## src/rtl/wlvl_pkg.sv

```systemverilog
// Shared types for the write-leveling calibration controller.
package wlvl_pkg;

    // Sequencer phases for one trial setting and the run around it.
    typedef enum logic [2:0] {
        SQ_IDLE,
        SQ_SETTLE,
        SQ_PULSE,
        SQ_WAIT,
        SQ_SAMPLE,
        SQ_DECIDE,
        SQ_EVAL,
        SQ_DONE
    } seq_state_e;

endpackage

```

## src/rtl/wlvl_sync.sv

```systemverilog
// Two-flop synchronizer, one chain per bit.
// Assumes each input bit is a level that may change at any time relative to clk.
module wlvl_sync #(
    parameter int WIDTH = 2
) (
    input  logic             clk,
    input  logic             rst_n,
    input  logic [WIDTH-1:0] d_i,
    output logic [WIDTH-1:0] q_o
);
    logic [WIDTH-1:0] meta_q;
    logic [WIDTH-1:0] sync_q;

    // Capture the asynchronous bits, then re-register them for stability.
    always_ff @(posedge clk) begin
        if (!rst_n) begin
            meta_q <= '0;
            sync_q <= '0;
        end else begin
            meta_q <= d_i;
            sync_q <= meta_q;
        end
    end

    assign q_o = sync_q;
endmodule

```

## src/rtl/wlvl_seq.sv

```systemverilog
// Shared timing sequencer: settle, then VOTES rounds of pulse/wait/sample,
// then one decide strobe and an evaluation of whether every lane is finished.
// Assumes settle_i is stable during a run and SAMPLE_LAT fits in SETTLE_W bits.
module wlvl_seq
    import wlvl_pkg::*;
#(
    parameter int SETTLE_W   = 8,
    parameter int VOTES      = 3,
    parameter int SAMPLE_LAT = 3
) (
    input  logic                clk,
    input  logic                rst_n,
    input  logic                start_i,
    input  logic                all_fin_i,
    input  logic [SETTLE_W-1:0] settle_i,
    output logic                clr_o,
    output logic                pulse_o,
    output logic                sample_o,
    output logic                decide_o,
    output logic                done_o
);
    localparam int VCNT_W = $clog2(VOTES + 1);
    localparam logic [SETTLE_W-1:0] LAT_LAST = SETTLE_W'(SAMPLE_LAT - 1);
    localparam logic [VCNT_W-1:0]   VOTE_LAST = VCNT_W'(VOTES - 1);

    seq_state_e            state_q;
    logic [SETTLE_W-1:0]   cnt_q;
    logic [VCNT_W-1:0]     vote_q;

    // Advance through the phases of each trial setting.
    always_ff @(posedge clk) begin
        if (!rst_n) begin
            state_q <= SQ_IDLE;
            cnt_q   <= '0;
            vote_q  <= '0;
        end else begin
            case (state_q)
                SQ_IDLE: begin
                    cnt_q  <= '0;
                    vote_q <= '0;
                    if (start_i) state_q <= SQ_SETTLE;
                end
                SQ_SETTLE: begin
                    if (cnt_q == settle_i) begin
                        cnt_q   <= '0;
                        state_q <= SQ_PULSE;
                    end else begin
                        cnt_q <= cnt_q + 1'b1;
                    end
                end
                SQ_PULSE: state_q <= SQ_WAIT;
                SQ_WAIT: begin
                    if (cnt_q == LAT_LAST) begin
                        cnt_q   <= '0;
                        state_q <= SQ_SAMPLE;
                    end else begin
                        cnt_q <= cnt_q + 1'b1;
                    end
                end
                SQ_SAMPLE: begin
                    if (vote_q == VOTE_LAST) begin
                        vote_q  <= '0;
                        state_q <= SQ_DECIDE;
                    end else begin
                        vote_q  <= vote_q + 1'b1;
                        state_q <= SQ_PULSE;
                    end
                end
                SQ_DECIDE: state_q <= SQ_EVAL;
                SQ_EVAL:   state_q <= all_fin_i ? SQ_DONE : SQ_SETTLE;
                SQ_DONE:   state_q <= SQ_IDLE;
                default:   state_q <= SQ_IDLE;
            endcase
        end
    end

    // Strobes decoded from the current phase.
    assign clr_o    = (state_q == SQ_IDLE) && start_i;
    assign pulse_o  = (state_q == SQ_PULSE);
    assign sample_o = (state_q == SQ_SAMPLE);
    assign decide_o = (state_q == SQ_DECIDE);
    assign done_o   = (state_q == SQ_DONE);
endmodule

```

## src/rtl/wlvl_lane.sv

```systemverilog
// Per-lane search: accumulates votes from the synchronized feedback bit,
// then on each decide strobe either locks, steps the code, or fails.
// Assumes tap_limit_i is stable between clr_i and the end of the run.
module wlvl_lane #(
    parameter int CODE_W = 6,
    parameter int VOTES  = 3
) (
    input  logic              clk,
    input  logic              rst_n,
    input  logic              clr_i,
    input  logic              sample_i,
    input  logic              decide_i,
    input  logic              fb_i,
    input  logic [CODE_W-1:0] tap_limit_i,
    output logic [CODE_W-1:0] code_o,
    output logic              lock_o,
    output logic              err_o
);
    localparam int ONES_W = $clog2(VOTES + 1);

    logic [CODE_W-1:0] code_q;
    logic [ONES_W-1:0] ones_q;
    logic              seen0_q;
    logic              lock_q;
    logic              err_q;
    logic              fin;
    logic              verdict;

    assign fin     = lock_q | err_q;
    assign verdict = (32'(ones_q) * 2) > VOTES;

    // Count votes, then apply the lock / step / fail decision.
    always_ff @(posedge clk) begin
        if (!rst_n || clr_i) begin
            code_q  <= '0;
            ones_q  <= '0;
            seen0_q <= 1'b0;
            lock_q  <= 1'b0;
            err_q   <= 1'b0;
        end else if (!fin) begin
            if (sample_i) begin
                ones_q <= ones_q + ONES_W'(fb_i);
            end
            if (decide_i) begin
                ones_q <= '0;
                if (verdict && seen0_q) begin
                    lock_q <= 1'b1;
                end else begin
                    if (!verdict) seen0_q <= 1'b1;
                    if (code_q == tap_limit_i) begin
                        err_q  <= 1'b1;
                        code_q <= '0;
                    end else begin
                        code_q <= code_q + 1'b1;
                    end
                end
            end
        end
    end

    assign code_o = code_q;
    assign lock_o = lock_q;
    assign err_o  = err_q;
endmodule

```

## src/rtl/wlvl_cal.sv

```systemverilog
// Write-leveling calibration controller top: synchronizes per-lane feedback,
// runs one shared sequencer and NUM_LANES independent lane searches.
// Assumes tap_limit_i and settle_i are held stable during a run.
module wlvl_cal #(
    parameter int NUM_LANES  = 2,
    parameter int CODE_W     = 6,
    parameter int SETTLE_W   = 8,
    parameter int VOTES      = 3,
    parameter int SAMPLE_LAT = 3
) (
    input  logic                          clk,
    input  logic                          rst_n,
    input  logic                          start_i,
    input  logic [NUM_LANES-1:0]          fb_i,
    input  logic [CODE_W-1:0]             tap_limit_i,
    input  logic [SETTLE_W-1:0]           settle_i,
    output logic                          pulse_o,
    output logic [NUM_LANES*CODE_W-1:0]   delay_o,
    output logic [NUM_LANES-1:0]          err_o,
    output logic                          done_o
);
    logic [NUM_LANES-1:0] fb_sync;
    logic [NUM_LANES-1:0] lock_w;
    logic                 clr;
    logic                 sample;
    logic                 decide;
    logic                 all_fin;

    assign all_fin = &(lock_w | err_o);

    wlvl_sync #(.WIDTH(NUM_LANES)) i_sync (
        .clk   (clk),
        .rst_n (rst_n),
        .d_i   (fb_i),
        .q_o   (fb_sync)
    );

    wlvl_seq #(
        .SETTLE_W   (SETTLE_W),
        .VOTES      (VOTES),
        .SAMPLE_LAT (SAMPLE_LAT)
    ) i_seq (
        .clk       (clk),
        .rst_n     (rst_n),
        .start_i   (start_i),
        .all_fin_i (all_fin),
        .settle_i  (settle_i),
        .clr_o     (clr),
        .pulse_o   (pulse_o),
        .sample_o  (sample),
        .decide_o  (decide),
        .done_o    (done_o)
    );

    for (genvar g = 0; g < NUM_LANES; g++) begin : g_lane
        wlvl_lane #(.CODE_W(CODE_W), .VOTES(VOTES)) i_lane (
            .clk         (clk),
            .rst_n       (rst_n),
            .clr_i       (clr),
            .sample_i    (sample),
            .decide_i    (decide),
            .fb_i        (fb_sync[g]),
            .tap_limit_i (tap_limit_i),
            .code_o      (delay_o[g*CODE_W +: CODE_W]),
            .lock_o      (lock_w[g]),
            .err_o       (err_o[g])
        );
    end
endmodule

```

## config.mk

```make
export PLATFORM = sky130hd
export DESIGN_NAME = wlvl_cal
export DESIGN_NICKNAME = d
export VERILOG_FILES = /design/src/rtl/wlvl_pkg.sv /design/src/rtl/wlvl_sync.sv /design/src/rtl/wlvl_seq.sv /design/src/rtl/wlvl_lane.sv /design/src/rtl/wlvl_cal.sv
export SDC_FILE = /design/constraint.sdc
export NUM_CORES = 1
export LEC_CHECK = 0
export ABC_AREA = 1
export BUFFER_PORTS_ARGS = -buffer_cell sky130_fd_sc_hd__buf_4
export CORE_MARGIN = 2
export CORE_UTILIZATION = 51
export CTS_CLUSTER_SIZE = 30
export DETAILED_ROUTE_END_ITERATION = 16
export PLACE_DENSITY = 0.8
export SLEW_MARGIN = 20
export SYNTH_ARGS = -nofsm -noshare
export SYNTH_HDL_FRONTEND = slang
export SYNTH_SLANG_ARGS = --single-unit
```

## constraint.sdc

```tcl
create_clock -name clk -period 1.4 [get_ports clk]
set_input_delay 0.21 -clock clk [delete_from_list [all_inputs] [get_ports clk]]
set_output_delay 0.21 -clock clk [all_outputs]
set_load 0.05 [all_outputs]
```

==> results.py, run 1 <==
metrics = {
    "global_routing": {
        "grt_overflow": 0,
        "antenna_found_initial": 0,
        "grt_pass1_vias": 2119,
        "grt_usage": 0.212,
        "grt_max_degree": 17,
        "grt_first_pass_wirelength_mm": 8.60,
    },
    "detailed_routing": {
        "detail-route-antenna-nets": 0,
        "dr.pass1.iters": 4,
        "drt_iter0_markers": 120,
        "vias": 2305,
        "viasPerCell": 5.00,
        "drt_drc_violations_left": 0,
        "wl_per_cell_microns": 11.3,
        "finalWirelength_mm": 5.20,
    },
    "cts": {
        "cts_tree": "done",
        "holdBufCountCts": 0,
        "clock_sinks": 39,
        "clkLatencyLatePin_ps": 290,
        "path_clk_slew_ps": 70,
        "cts_made_buffers": 5,
        "root_buffer": "clkbuf_8",
        "cts_buffer_depth": 2,
        "htree_levels": 2,
    },
    "final_layout": {
        "layout.nets": 433,
        "syn2layout_area_growth_pct": 28.3,
        "insertedDiodeCount": 0,
        "n_fill_cell": 373,
        "final_util": 0.677,
        "drive_gt1_frac": 0.271,
        "multi_input_area_sq_um": 1300,
        "register_area_sq_um": 816,
    },
    "floorplanning": {
        "num_io_pins": 35,
        "initial_core_util": 0.528,
        "die_y_microns": 71.1,
        "core_area_sq_um": 4350,
        "die_x_microns": 71.1,
        "die-area_sq_um": 5060,
        "rows": 24,
    },
    "sta": {
        "rsz0062_at_grt": "true",
        "worst_pin_slew_ps": 311,
        "finalHoldViolCount": 0,
        "finalCriticalPeriod_ps": 1380,
        "layout_setup_ws_ps": 21.4,
        "slew_violations": 0,
        "finClkSkew_ps": 7.89,
        "setup_violations": 0,
        "slew_headroom": 0.791,
        "fin_crit_sh": 0.985,
        "max_freq_ghz": 0.725,
    },
    "setup_path": {
        "path_buf_inv": 3,
        "worstPathArrival_ps": 1170,
        "start_kind": "flip-flop",
        "path_cells": "inv_4 -> nor2_2 -> nand2_1 -> inv_1 -> buf_6",
        "crit_type": "reg2out",
        "crit_required_ps": 1190,
        "slowest_delay_ps": 370,
        "cp_slowest_cell": "dfxtp_2",
        "crit_path_max_fanout": 4,
        "r2r_slack_ps": 40,
        "cp-end-kind": "primary output",
        "path_delay_family": "flip-flops",
    },
    "synth": {
        "synth_seq_cells": 39,
        "yosysWarnings": 0,
        "synth-edff-count": 0,
        "syn_area_sq_um": 2300,
        "async_flop_share": 0,
        "synth_area_leaders": "dfxtp_1 34%, nand2_1 16%, inv_1 9.5%, nor2_1 6.9%, nand3_1 5.9%",
        "synth_ff_type": "dfxtp_1",
        "postSynthAreaPerCell_sq_um": 6.59,
        "ys_types": 34,
        "ys_seq_area_frac": 0.340,
        "synth_top_area_frac": 0.340,
        "syn-instance-count": 349,
        "netlist_top_cells_count": "98 x nand2_1, 58 x inv_1, 42 x nor2_1",
        "synth_top_area_cell": "dfxtp_1",
        "yosysMostFrequentCell": "nand2_1",
        "synth.net_count": 374,
    },
    "place": {
        "hpwl_mm": 3.98,
        "dp_slack_ps": 6.83,
        "io_buffers": 34,
        "routabilityCongestion": 0.940,
    },
    "pwr": {
        "power.leakage_nw": 1.51,
        "power.density_nw_per_um2": 1040,
        "irDropWorstVdd_v": 0.000648,
    },
    "flow_run": {
        "cap_violations": 0,
    },
    "hold_path": {
        "worst_hold_path_type": "in2reg",
    },
    "run_status": {
        "status": "finished clean",
    },
}
cells in the final DEF, fill, tap and decap left out, types with 3 or more instances in the layout:
cell,n
nor2_2,7
dfxtp_4,4
a21oi_1,10
inv_1,55
ha_1,6
dfxtp_2,16
buf_6,5
dfxtp_1,19
o21a_1,3
nor3_1,8
nand2_1,95
xnor2_1,8
buf_4,54
nand4_1,8
nand2_2,3
clkbuf_8,5
nand3_1,26
inv_2,4
xor2_1,12
nor2_1,36
path summary, 6_finish.rpt:
check	from	end	cells after the start
max	i_seq.state_q[1]$_SDFFE_PN0P_	pulse_o	5
min	fb_i[1]	i_sync.meta_q[1]$_SDFF_PN0_	3
min reg2reg	i_sync.meta_q[0]$_SDFF_PN0_	i_sync.q_o[0]$_SDFF_PN0_	2
max reg2reg	i_seq.state_q[2]$_SDFFE_PN0P_	g_lane[1].i_lane.code_o[4]$_SDFFE_PP0P_	7
area by class of cell:
cell class,instances,area share
repair buffers,59,0.157
inverters,60,0.0772
well taps,52,0.0221
flip-flops and latches,39,0.277
multi-input cells,243,0.440
clock inverters,1,0.00170
clock buffers,7,0.0259
per-layer routing:
metal  up-vias  part of all wire  global-route usage
met1      1063              0.43               0.239
met4         0             0.012              0.0713
met3         7             0.043              0.0456
met5         -                 0                   0
li1       1198                 -                   -
met2        37              0.52               0.393
power breakdown:
part	internal [mW]	total [mW]	switching (mW)
Sequential	1.19	1.29	0.0927
Combinational	0.428	1.04	0.609
Clock	0.350	0.729	0.379
Total	1.97	3.05	1.08
cells by family (layout without fill, tap and decap cells):
logic type                 Yosys count  in the layout  synth area share
and+or+nand+nor                    192            192             0.364
buffers and inverters               67            127             0.115
DFF                                 39             39             0.340
AOI/OAI and AO/OA                   24             24            0.0681
xor gates and xnor gates            20             20            0.0762
adders and majority gates            6              6            0.0327
muxes                                1              1           0.00436
flip-flops by register name (all words and copies together) (netlist names):
name,cells
i_seq.vote_q,2
i_seq.cnt_q,8
g_lane.i_lane.seen0_q,2
i_sync.q_o,2
g_lane.i_lane.ones_q,4
g_lane.i_lane.code_o,12
g_lane.i_lane.lock_o,2
g_lane.i_lane.err_o,2
i_seq.state_q,3
i_sync.meta_q,2
worst register-to-register path, delay by kind of cell, from the launching register on:
kind                      cells  cell delay, ps
and+or+nand+nor               4             460
xor gates and xnor gates      1             190
buffers and inverters         2             250
DFF                           1             350
metrics by stage:
stage / instance area, sq um / std cells / total power, mW / setup TNS (ps) / hold slack, ps
after floorplan: 2320 / 349 / 1.83 / 0 / 308
after global placement: 2770 / 451 / 2.21 / 0 / 392
after detailed placement: 2770 / 451 / 2.23 / 0 / 399
final: 2950 / 461 / 3.05 / 0 / 112
after global routing: 2950 / 461 / 3.24 / -219 / 110
after CTS: 2890 / 461 / 3.02 / 0 / 105
what timing repair did:
action	CTS	global route
pin swaps	2	8
setup endpoints to repair	4	26
setup buffers	2	0
endpoints found under the hold margin	0	0
gates resized for setup	8	25
Power figures use the tool's default switching activity.
==> inputs of run 2 (changes only) <==
Settings changed: CELL_PAD_IN_SITES_DETAIL_PLACEMENT set to 1, CELL_PAD_IN_SITES_GLOBAL_PLACEMENT set to 1, CORE_UTILIZATION 51 to 36.
==> results.py, run 2 (synthesis results as in run 1) <==
metrics = {
    "run_status": {
        "status": "finished clean",
    },
    "pwr": {
        "power.leakage_nw": 1.58,
        "power_switching_share": 0.354,
        "internal_power_mw": 2.22,
        "seqPwrFrac": 0.386,
        "clock_power_share": 0.288,
        "switching_power_mw": 1.22,
        "irDropWorstVdd_v": 0.000556,
        "pwr-share-comb": 0.326,
        "power.density_nw_per_um2": 1090,
    },
    "detailed_routing": {
        "drt_iter0_markers": 60,
        "detail-route-antenna-nets": 0,
        "vias": 2381,
        "dr.pass1.iters": 4,
        "viasPerCell": 4.85,
        "wl_per_cell_microns": 13.9,
        "finalWirelength_mm": 6.81,
        "drt_drc_violations_left": 0,
    },
    "final_layout": {
        "final_common_cell": "nand2_1",
        "insertedDiodeCount": 0,
        "layout_common_cells": "88 x nand2_1, 59 x buf_4, 51 x inv_1, 34 x nor2_1, 22 x nand3_1",
        "stdcell_count": 491,
        "layout.nets": 438,
        "largest_register_ffs": 12,
        "syn2layout_area_growth_pct": 37.6,
        "drive_gt1_frac": 0.348,
        "post-route-cell-area_sq_um": 3160,
    },
    "global_routing": {
        "grt_max_degree": 17,
        "grt_first_pass_wirelength_mm": 10.7,
        "antenna_found_initial": 0,
        "grt_overflow": 0,
        "grt_pass1_vias": 2440,
        "grt_usage": 0.186,
    },
    "sta": {
        "worst_pin_slew_ps": 281,
        "layout_setup_ws_ps": 48.2,
        "setup_violations": 0,
        "rsz0062_at_grt": "true",
        "finalHoldViolCount": 0,
        "finClkSkew_ps": 5.01,
        "setup_tns_ps": 0,
        "fin_crit_sh": 0.966,
        "finalCriticalPeriod_ps": 1350,
        "slew_headroom": 0.812,
        "slew_violations": 0,
        "max_freq_ghz": 0.740,
    },
    "floorplanning": {
        "die_y_microns": 83.9,
        "rows": 29,
        "core_area_sq_um": 6280,
        "die-area_sq_um": 7040,
        "die_x_microns": 83.9,
        "num_io_pins": 35,
        "initial_core_util": 0.366,
    },
    "cts": {
        "cts_buffer_depth": 2,
        "clock_sinks": 39,
        "clkLatencyLatePin_ps": 290,
        "htree_levels": 2,
        "holdBufCountCts": 0,
        "cts_made_buffers": 5,
        "root_buffer": "clkbuf_8",
        "path_clk_slew_ps": 80,
        "cts_tree": "done",
    },
    "setup_path": {
        "crit_type": "reg2reg",
        "crit_required_ps": 1600,
        "path_delay_family": "simple AND/OR/NAND/NOR gates",
        "cp-end-kind": "flip-flop",
        "worstPathArrival_ps": 1550,
        "path_buf_inv": 3,
        "start_kind": "flip-flop",
        "slowest_delay_ps": 380,
        "reg2reg_from": "i_seq.cnt_q[0]$_SDFFE_PN0P_",
        "crit_path_max_fanout": 6,
        "cp_slowest_cell": "dfxtp_4",
        "crit_top_cell": "nand2_1",
        "startpoint": "i_seq.cnt_q[0]$_SDFFE_PN0P_",
        "path_cells": "inv_2 -> nand2_1 -> nand2_1 -> nand2_1 -> nor2_1 -> nand2_2 -> buf_4 -> nand3_2 -> nand3_1 -> nand2_1 -> inv_1",
    },
    "place": {
        "routabilityCongestion": 0.806,
        "io_buffers": 34,
        "hpwl_mm": 4.90,
        "dpl.cell_count": 478,
        "dp_slack_ps": -30.2,
        "placed_area_sq_um": 2820,
    },
    "hold_path": {
        "hold_path.startpoint": "fb_i[1]",
        "worst_hold_path_type": "in2reg",
    },
    "flow_run": {
        "cap_violations": 0,
    },
}
-- run 2: changes by cell type in the layout (fill, tap and decap cells not counted), moves of 4 or more --
cell	previous run	this run
nor3_1	8	4
nand3_2	2	6
nor3_2	1	5
nand2_2	3	10
inv_2	4	8
buf_4	54	59
nand3_1	26	22
nand2_1	95	88
inv_1	55	51
-- run 2: stage by stage --
step | total power, mW | util | hold slack (ps)
after floorplan | 1.83 | - | 308
after global placement | 2.23 | 0.449 | 390
after detailed placement | 2.27 | 0.449 | 400
after CTS | 3.33 | 0.474 | 92.3
after global routing | 3.63 | 0.504 | 96.5
final | 3.44 | 0.504 | 96.7
-- run 2: worst paths after layout --
kind	endpoint	slack (ps)	cells after the start
worst max-delay path	i_seq.cnt_q[2]$_SDFFE_PN0P_	50	11
worst min-delay path	i_sync.meta_q[1]$_SDFF_PN0_	100	3
worst min register to register	i_sync.q_o[0]$_SDFF_PN0_	430	2
worst max register to register	i_seq.cnt_q[2]$_SDFFE_PN0P_	50	11
-- run 2: final cells by class --
class | count | area [sq um]
clock buffer | 6 | 82.6
clock inverter | 2 | 35.0
fill | 804 | 3120
inverter | 60 | 230
multi-input combinational | 243 | 1400
sequential | 39 | 821
tap | 77 | 96.3
timing repair buffer | 64 | 499
-- run 2: tightest hold or removal path, stage by stage --
cell	delay (ps)
buf_4	80
nand2_1	40
inv_1	40
-- run 2: what timing repair did --
item / in CTS / in global routing
setup endpoints to repair: 14 / 27
resized for setup: 13 / 51
pin swaps: 1 / 28
buffers inserted: 1 / 4
-- run 2: metal layers --
layer | up-vias | share of wire | GRT usage
met4 | 0 | 0.024 | 0.0499
met3 | 15 | 0.027 | 0.0307
met2 | 36 | 0.52 | 0.351
met1 | 1124 | 0.43 | 0.214
met5 | - | 0 | 0
li1 | 1206 | - | -
-- run 2: power by group through the flow --
| stage | sequential, mW | combinational [mW] | clock [mW] |
|---|---|---|---|
| after global routing | 1.34 | 1.23 | 1.06 |
| after global placement | 1.27 | 0.954 | 0 |
| after floorplan | 1.26 | 0.567 | 0 |
| after CTS | 1.28 | 1.04 | 1.01 |
| final | 1.33 | 1.12 | 0.989 |
| after detailed placement | 1.28 | 0.991 | 0 |
